## config.mk

```make
export PLATFORM = sky130hd
export DESIGN_NAME = uart_baud_gen
export DESIGN_NICKNAME = d
export VERILOG_FILES = /design/src/rtl/ubg_pkg.sv /design/src/rtl/ubg_regs.sv /design/src/rtl/ubg_prescaler.sv /design/src/rtl/ubg_bit_counter.sv /design/src/rtl/uart_baud_gen.sv
export SDC_FILE = /design/constraint.sdc
export NUM_CORES = 1
export LEC_CHECK = 0
export ABC_CLOCK_PERIOD_IN_PS = 3200
export BUFFER_PORTS_ARGS = -buffer_cell sky130_fd_sc_hd__buf_4
export CAP_MARGIN = 20
export CORE_UTILIZATION = 47
export CTS_BUF_LIST = sky130_fd_sc_hd__clkbuf_8
export DETAILED_ROUTE_END_ITERATION = 12
export HOLD_SLACK_MARGIN = 0.06
export PLACE_DENSITY = 0.69
export SLEW_MARGIN = 20
export SYNTH_ARGS = -nofsm -noshare
export SYNTH_HDL_FRONTEND = slang
export SYNTH_SLANG_ARGS = --single-unit
export TNS_END_PERCENT = 100
```

## constraint.sdc

```tcl
create_clock -name clk -period 3.2 [get_ports clk]
set_clock_uncertainty 0.05 [all_clocks]
set_input_delay 0.48 -clock clk [delete_from_list [all_inputs] [get_ports clk]]
set_output_delay 0.48 -clock clk [all_outputs]
set_load 0.005 [all_outputs]
```

## src/rtl/ubg_pkg.sv

```systemverilog
package ubg_pkg;

  localparam int ADDR_W = 4;
  localparam int POS_W  = 8;

  localparam logic [ADDR_W-1:0] A_DATA = 4'd0;
  localparam logic [ADDR_W-1:0] A_IEN  = 4'd1;
  localparam logic [ADDR_W-1:0] A_LINE = 4'd3;
  localparam logic [ADDR_W-1:0] A_MODE = 4'd9;
  localparam logic [ADDR_W-1:0] A_SCNT = 4'd10;
  localparam logic [ADDR_W-1:0] A_SPT  = 4'd11;

  localparam int LATCH_BIT = 7;

  typedef enum logic [1:0] {
    OVS_16   = 2'd0,
    OVS_RSVD = 2'd1,
    OVS_4    = 2'd2,
    OVS_PROG = 2'd3
  } ovs_mode_e;

  // index of the last tick in a bit
  function automatic logic [POS_W-1:0] last_pos(ovs_mode_e m, logic [POS_W-1:0] scnt);
    case (m)
      OVS_4:    return POS_W'(3);
      OVS_PROG: return scnt;
      default:  return POS_W'(15);
    endcase
  endfunction

  // tick index of the receive sample
  function automatic logic [POS_W-1:0] mid_pos(ovs_mode_e m, logic [POS_W-1:0] spt);
    case (m)
      OVS_4:    return POS_W'(2);
      OVS_PROG: return spt;
      default:  return POS_W'(8);
    endcase
  endfunction

  function automatic logic [15:0] eff_div(logic [15:0] d);
    return (d == 16'd0) ? 16'd1 : d;
  endfunction

endpackage

```

## src/rtl/ubg_regs.sv

```systemverilog
module ubg_regs
  import ubg_pkg::*;
#(
  parameter int DIV_W = 16
) (
  input  logic              clk,
  input  logic              rst_n,
  input  logic              wr_en,
  input  logic [ADDR_W-1:0] wr_addr,
  input  logic [7:0]        wr_data,
  output logic [DIV_W-1:0]  divisor,
  output logic [7:0]        lcr,
  output logic [7:0]        ier,
  output ovs_mode_e         mode,
  output logic [POS_W-1:0]  scnt,
  output logic [POS_W-1:0]  spt,
  output logic              thr_load,
  output logic              restart
);

  localparam int HI_W = DIV_W - 8;

  logic latch_open;
  logic wr_dll, wr_dlm, wr_ier, wr_timing;

  assign latch_open = lcr[LATCH_BIT];
  assign wr_dll     = wr_en && (wr_addr == A_DATA) && latch_open;
  assign wr_dlm     = wr_en && (wr_addr == A_IEN)  && latch_open;
  assign wr_ier     = wr_en && (wr_addr == A_IEN)  && !latch_open;
  assign thr_load   = wr_en && (wr_addr == A_DATA) && !latch_open;
  assign wr_timing  = wr_dll || wr_dlm ||
                      (wr_en && (wr_addr == A_MODE)) ||
                      (wr_en && (wr_addr == A_SCNT));

  always_ff @(posedge clk or negedge rst_n) begin
    if (!rst_n) begin
      divisor <= '0;
      lcr     <= 8'h00;
      ier     <= 8'h00;
      mode    <= OVS_16;
      scnt    <= '0;
      spt     <= '1;
      restart <= 1'b0;
    end else begin
      restart <= wr_timing;
      if (wr_dll) divisor[7:0] <= wr_data;
      if (wr_dlm) divisor[DIV_W-1:8] <= wr_data[HI_W-1:0];
      if (wr_ier) ier <= wr_data;
      if (wr_en && wr_addr == A_LINE) lcr  <= wr_data;
      if (wr_en && wr_addr == A_MODE) mode <= ovs_mode_e'(wr_data[1:0]);
      if (wr_en && wr_addr == A_SCNT) scnt <= wr_data;
      if (wr_en && wr_addr == A_SPT)  spt  <= wr_data;
    end
  end

  assert_data_keeps_div_R3: assert property (@(posedge clk) disable iff (!rst_n)
    (wr_en && wr_addr == A_DATA && !latch_open) |=> $stable(divisor));

  assert_ier_keeps_div_R3: assert property (@(posedge clk) disable iff (!rst_n)
    (wr_en && wr_addr == A_IEN && !latch_open) |=> $stable(divisor));

  assert_mode_restarts_R8: assert property (@(posedge clk) disable iff (!rst_n)
    (wr_en && wr_addr == A_MODE) |=> restart);

endmodule

```

## src/rtl/ubg_prescaler.sv

```systemverilog
module ubg_prescaler
  import ubg_pkg::*;
#(
  parameter int DIV_W = 16
) (
  input  logic             clk,
  input  logic             rst_n,
  input  logic [DIV_W-1:0] divisor,
  input  logic             restart,
  output logic             tick
);

  logic [DIV_W-1:0] cnt;
  logic [DIV_W-1:0] div_eff;
  logic             at_zero;

  assign div_eff = (divisor == '0) ? DIV_W'(1) : divisor;
  assign at_zero = (cnt == '0);
  assign tick    = at_zero && !restart;

  always_ff @(posedge clk or negedge rst_n) begin
    if (!rst_n)              cnt <= '0;
    else if (restart || at_zero) cnt <= div_eff - DIV_W'(1);
    else                     cnt <= cnt - DIV_W'(1);
  end

  assert_tick_single_R4: assert property (@(posedge clk) disable iff (!rst_n)
    (tick && div_eff != DIV_W'(1)) |=> !tick);

  assert_restart_no_tick_R8: assert property (@(posedge clk) disable iff (!rst_n)
    restart |-> !tick);

endmodule

```

## src/rtl/ubg_bit_counter.sv

```systemverilog
module ubg_bit_counter
  import ubg_pkg::*;
(
  input  logic             clk,
  input  logic             rst_n,
  input  logic             tick,
  input  logic             restart,
  input  logic             rx_start,
  input  logic [POS_W-1:0] last,
  input  logic [POS_W-1:0] mid,
  output logic             bit_strobe,
  output logic             rx_strobe
);

  logic [POS_W-1:0] pos;
  logic             live;
  logic             wrap;

  assign live       = tick && !rx_start;
  assign wrap       = (pos == last);
  assign bit_strobe = live && wrap;
  assign rx_strobe  = live && (pos == mid);

  always_ff @(posedge clk or negedge rst_n) begin
    if (!rst_n)                   pos <= '0;
    else if (restart || rx_start) pos <= '0;
    else if (tick)                pos <= wrap ? '0 : pos + POS_W'(1);
  end

  assert_bit_on_tick_R5: assert property (@(posedge clk) disable iff (!rst_n)
    bit_strobe |-> tick);

  assert_rx_on_tick_R7: assert property (@(posedge clk) disable iff (!rst_n)
    rx_strobe |-> tick);

  assert_wrap_to_zero_R5: assert property (@(posedge clk) disable iff (!rst_n)
    bit_strobe |=> (pos == '0));

  assert_resync_R9: assert property (@(posedge clk) disable iff (!rst_n)
    (rx_start || restart) |=> (pos == '0));

  assert_resync_quiet_R9: assert property (@(posedge clk) disable iff (!rst_n)
    rx_start |-> !(bit_strobe || rx_strobe));

endmodule

```

## src/rtl/uart_baud_gen.sv

```systemverilog
module uart_baud_gen
  import ubg_pkg::*;
#(
  parameter int DIV_W = 16
) (
  input  logic              clk,
  input  logic              rst_n,
  input  logic              wr_en,
  input  logic [3:0]        wr_addr,
  input  logic [7:0]        wr_data,
  input  logic              rx_start,
  output logic              sample_tick,
  output logic              bit_strobe,
  output logic              rx_strobe,
  output logic              thr_load,
  output logic [7:0]        ier_q,
  output logic [1:0]        char_len,
  output logic [DIV_W-1:0]  div_q
);

  logic [7:0]       lcr;
  ovs_mode_e        mode;
  logic [POS_W-1:0] scnt, spt;
  logic             restart;
  logic [POS_W-1:0] last, mid;

  ubg_regs #(.DIV_W(DIV_W)) u_regs (
    .clk(clk), .rst_n(rst_n), .wr_en(wr_en), .wr_addr(wr_addr),
    .wr_data(wr_data), .divisor(div_q), .lcr(lcr), .ier(ier_q),
    .mode(mode), .scnt(scnt), .spt(spt), .thr_load(thr_load),
    .restart(restart)
  );

  assign last     = last_pos(mode, scnt);
  assign mid      = mid_pos(mode, spt);
  assign char_len = lcr[1:0];

  ubg_prescaler #(.DIV_W(DIV_W)) u_pre (
    .clk(clk), .rst_n(rst_n), .divisor(div_q), .restart(restart),
    .tick(sample_tick)
  );

  ubg_bit_counter u_bits (
    .clk(clk), .rst_n(rst_n), .tick(sample_tick), .restart(restart),
    .rx_start(rx_start), .last(last), .mid(mid),
    .bit_strobe(bit_strobe), .rx_strobe(rx_strobe)
  );

  assert_len_follows_R10: assert property (@(posedge clk) disable iff (!rst_n)
    (wr_en && wr_addr == A_LINE) |=> (char_len == $past(wr_data[1:0])));

endmodule

```

# Word level (Yosys, flattened, before mapping)

Index checks and enable logic that the tools add are counted.

Input port bits: 16
Output and inout port bits: 30
Register bits after elaboration: 75

Equal/unequal tests: 9
Muxes and demuxes: 7
$add $sub $neg: 3
Reduce and logical (&&, ||, !) cells: 26

Operators by type and width:

| operator                                                              | number |
|---|---|
| 16-bit zero test                                                      | 2 |
| 16-bit two-way mux                                                    | 2 |
| 8-bit case mux with 2 select lines                                    | 2 |
| 16-bit by 1-bit subtractor with 16-bit output (second input constant) | 2 |
| 8-bit two-way mux                                                     | 3 |
| 8-bit == test                                                         | 2 |
| 1-bit logical AND                                                     | 14 |
| 4-bit == test (second input constant)                                 | 3 |
| 8-bit by 1-bit adder with 8-bit output (second input constant)        | 1 |
| 1-bit logical OR                                                      | 5 |
| 2-bit == test (second input constant)                                 | 2 |
| 4-bit by 1-bit == test with 1-bit output (second input constant)      | 1 |
| 4-bit by 2-bit == test with 1-bit output (second input constant)      | 1 |
| 4-bit zero test                                                       | 1 |
| 1-bit zero test                                                       | 3 |
| 2-bit nonzero test                                                    | 1 |

# Longest topological paths before layout

Word-level depth: 6
Depth in mapped cells: 12
Mapped depth without buffers: 10

# Hierarchy

From an unflattened synthesis, not the netlist that was laid out.

Cell total of the unflattened synthesis: 337
Area, all modules: 4056.4 um2

Modules (own cells, without submodules):

| module          | times used | area each (um2) | sequential area each (um2) | cells an instance |
|---|---|---|---|---|
| ubg_regs        | 1          | 2006.9          | 1286.2                     | 115 |
| ubg_prescaler   | 1          | 1211.2          | 400.4                      | 127 |
| ubg_bit_counter | 1          | 698.2           | 200.2                      | 73 |
| uart_baud_gen   | 1          | 140.1           | 0.0                        | 22 |

# Worst setup path after synthesis

No wires, ideal clock.

Kind: flip-flop to flip-flop
Start point: register u_pre.cnt[9]
End point: register u_pre.cnt[8]
Period minus slack after synthesis: 2939 ps
Required time: 3014 ps
Setup slack: 261 ps
Stages on the path, launching flop included: 12
Arrival time: 2753 ps
Setup time: 136 ps
Cells stage by stage: dfrtp_1 nor4_1 and4_1 nor2_1 clkbuf_1 a21oi_1 ha_1 clkbuf_1 nand2_1 or3_2 xor2_1 mux2i_1

Cells in the longest elaborated chain, start to end: 3

RTL lines:

| item                     | line                | text |
|---|---|---|
| start: declaration       | ubg_prescaler.sv:13 | `logic [DIV_W-1:0] cnt;` |
| start signal: assignment | ubg_prescaler.sv:23 | `else if (restart \|\| at_zero) cnt <= div_eff - DIV_W'(1);` |
| start signal: assignment | ubg_prescaler.sv:24 | `else cnt <= cnt - DIV_W'(1);` |
| 16-bit zero test         | ubg_prescaler.sv:18 | `assign at_zero = (cnt == '0);` |
| 1-bit logical OR         | ubg_prescaler.sv:23 |  |
| 16-bit two-way mux       | ubg_prescaler.sv:23 |  |

No other way between the ends.
A chain may end at the register's enable or synchronous reset.

# Worst setup path after layout

Start point: register u_pre.cnt[13]
End point: register u_pre.cnt[8]

Same word-level chain as after synthesis.

==> results.tsv <==
stage	metric	value	unit
clock_network	htree_num_levels	3	
synthesis	synth_edf_count	0	
drt	wl_per_cell	16.7	µm
power	seqPwrFrac	47.5	%
layout	drive_gt1_share	31.2	%
synthesis	synth_fa_ha_area_share	0.650	%
timing	finalSetupViolCount	0	
placement	dp_hpwl	6250	µm
synthesis	synth_seq_area_share	45.7	%
clock_network	cts_hold_buf	0	
synthesis	synth_compound_area_share	10.4	%
placement	gp_congestion	0.843	
grt	grt_first_pass_wirelength	14400	µm
setup_path	setup.worst_path.class	reg -> reg	
synthesis	syn_inst	367	
synthesis	synthFlopType	dfrtp_1	
layout	areaGrowthSynthToFinish	16.3	%
timing	slew_headroom	42.0	%
synthesis	synthesis.area	3850	µm²
setup_path	cp.arrival	3.10	ns
placement	dp_cells	503	
synthesis	synth_top_area_share	40.3	%
power	combinationalPowerShare	28.6	%
drt	finalWirelength	8650	µm
drt	vias	2972	
grt	overflow	0	
drt	wl_met3	249	µm
placement	portBuffers	45	
grt	grt_pass1_vias	2816	
synthesis	async_flop_share	100	%
synthesis	synthTopCellsByArea	dfrtp_1 40%, mux2_2 13%, dfstp_2 5.5%	
timing	finalHoldViolCount	0	
die	start_util	49.3	%
setup_path	end_kind	register	
timing	max_freq	341	MHz
synthesis	synth_xor_area_share	6.82	%
clock_network	clk_latency	0.35	ns
layout	layout_commonest_cell	dfrtp_1	
synthesis	yosys.area_share.simple	19.6	%
clock_network	cts_made_buffers	9	
power	switching_share	35.8	%
drt	drcViolationCount	0	
synthesis	syn_avg_cell_area	10.5	µm²
grt	track_usage	21.9	%
timing	slew_violations	0	
synthesis	synth.area.mux_share	14.2	%
synthesis	synth_top_family_by_area	simple AND/OR/NAND/NOR gates	
outcome	outcome	complete, no violations	
clock_network	clkSlewWorstSetupHoldPaths	0.09	ns
synthesis	ys_ff_latch	70	
timing	worst_slew_pin_slew	0.869	ns
clock_network	clk_path_buf_depth	2	
grt	antenna_found_initial	0	
placement	post_dp_cell_area	4280	µm²
power	intPower	1.90	mW
power	power.density	659	nW/µm²
drt	drtAntennaViolNets	0	
die	core	7810	µm²
drt	vias_per_cell	5.73	
synthesis	syn_nets	385	
drt	m1WireLength	4280	µm
die	num_rows	32	
synthesis	synth_top_area_cell	dfrtp_1	
power	power_leakage	1.93	nW
die	die_area	8560	µm²
drt	dr.first_iter.drc_count	160	
layout	final_net_count	430	
drt	top_layer	met4	
synthesis	ys_warn_count	0	
die	die_y	92.5	µm
layout	final_cell_mix	62 x dfrtp_1, 52 x buf_4, 44 x mux2_2	
power	pwr-share-clk	23.8	%
die	ios	46	
setup_path	cp_max_fo	9	
synthesis	yosysUniqueCellTypes	56	
die	die_w	92.5	µm
layout	fin_cells	519	
timing	period_needed	2.93	ns
setup_path	worstPathRequired	3.37	ns
drt	drt-pass1-iter-count	4	
power	peakVddDrop	0.416	mV
drt	wl_met2	4010	µm
layout	final_area	4480	µm²
clock_network	root_buffer	clkbuf_8	
power	switchingPower	1.06	mW
run	maxCapViolations	0	
setup_path	worst_setup_path_start_kind	register	
layout	diodes	0	
timing	finalCritPeriodShare	91.6	%
min_path	min_path_type	in -> async	
clock_network	clock_sinks	70	
grt	grt_max_degree	71	
timing	setup_tns	0	ns
timing	rsz0062_at_grt	false	
clock_network	cts_tree	yes	
==> per-layer routing <==
metal,global-route usage [%],up-vias
met2,33.3,61
li1,-,1443
met4,8.59,0
met3,3.61,11
met5,0,-
met1,31.2,1457
==> cell families after synthesis <==
family | after synthesis
DFF | 70
AOI/OAI and AO/OA | 57
adders and majority gates | 2
muxes | 49
and+or+nand+nor | 138
xor gates and xnor gates | 30
buffers and inverters | 21
==> final cells by class <==
| class | count | area (µm²) |
|---|---|---|
| Fill cell | 670 | 3330 |
| Tap cell | 102 | 128 |
| Multi-Input combinational cell | 276 | 1990 |
| Clock inverter | 7 | 71.3 |
| Inverter | 3 | 11.3 |
| Sequential cell | 70 | 1760 |
| Timing Repair Buffer | 52 | 390 |
| Clock buffer | 9 | 124 |
==> what timing repair did <==
item	CTS	global route
gates resized for setup	0	1
setup endpoints to repair	0	1
buffers inserted	0	0
endpoints found under the hold margin	0	0
==> path summary, 6_finish.rpt <==
check / startpoint / endpoint / slack [ns] / cells after the start
setup / recovery: u_pre.cnt[13] / u_pre.cnt[8] / 0.27 / 9
max in group asynchronous: rst_n / u_regs.restart / 2.35 / 1
hold / removal: rst_n / u_pre.cnt[13] / 0.19 / 1
min in group clk: rx_start / u_bits.pos[4] / 0.28 / 2
hold reg to reg: u_regs.ier[3] / u_regs.ier[3] / 0.47 / 1
setup reg to reg: u_pre.cnt[13] / u_pre.cnt[8] / 0.27 / 9
==> power by group through the flow <==
stage               combinational, mW  clock [mW]  sequential (mW)
detailed placement              0.840           0             1.41
floorplan                       0.598           0             1.33
global placement                0.830           0             1.39
global route                    0.939       0.761             1.44
finish                          0.845       0.704             1.40
CTS                             0.845       0.718             1.40
==> cell usage after synthesis, types with 8 or more instances <==
cell type  count
a21oi_1        8
clkbuf_1       8
dfrtp_1       62
dfstp_2        8
mux2_2        44
nand2_1       33
nor2_1        33
nor4_1        10
o21ai_0       12
xnor2_1       18
xor2_1        12
==> metrics by stage <==
stage | hold slack, ns | setup WS (ns) | utilization (%) | power (mW)
4_1_cts | 0.232 | 0.224 | 57.3 | 2.96
3_3_place_gp | 0.440 | 0.307 | 54.8 | 2.22
2_1_floorplan | 0.134 | 0.261 | - | 1.93
3_5_place_dp | 0.447 | 0.231 | 54.8 | 2.25
5_1_grt | 0.263 | 0.0631 | 57.4 | 3.14
6_report | 0.190 | 0.269 | 57.4 | 2.95
==> flip-flops by register name, indices dropped and copies added (netlist names) <==
| register | cells |
|---|---|
| u_pre.cnt | 16 |
| u_regs.restart | 1 |
| u_regs.spt | 8 |
| u_regs.ier | 8 |
| u_regs.lcr | 3 |
| u_bits.pos | 8 |
| u_regs.scnt | 8 |
| u_regs.divisor | 16 |
| u_regs.mode | 2 |
==> worst max-delay path, stage by stage, from the launching register on <==
cell	delay (ns)
dfrtp_1	0.43
nor4_2	0.38
and4_1	0.35
nor2_1	0.18
a21oi_1	0.23
ha_1	0.34
nand2_1	0.16
or3_2	0.45
xor2_1	0.14
mux2i_1	0.08
No activity file was read; power rests on OpenSTA's default activity.
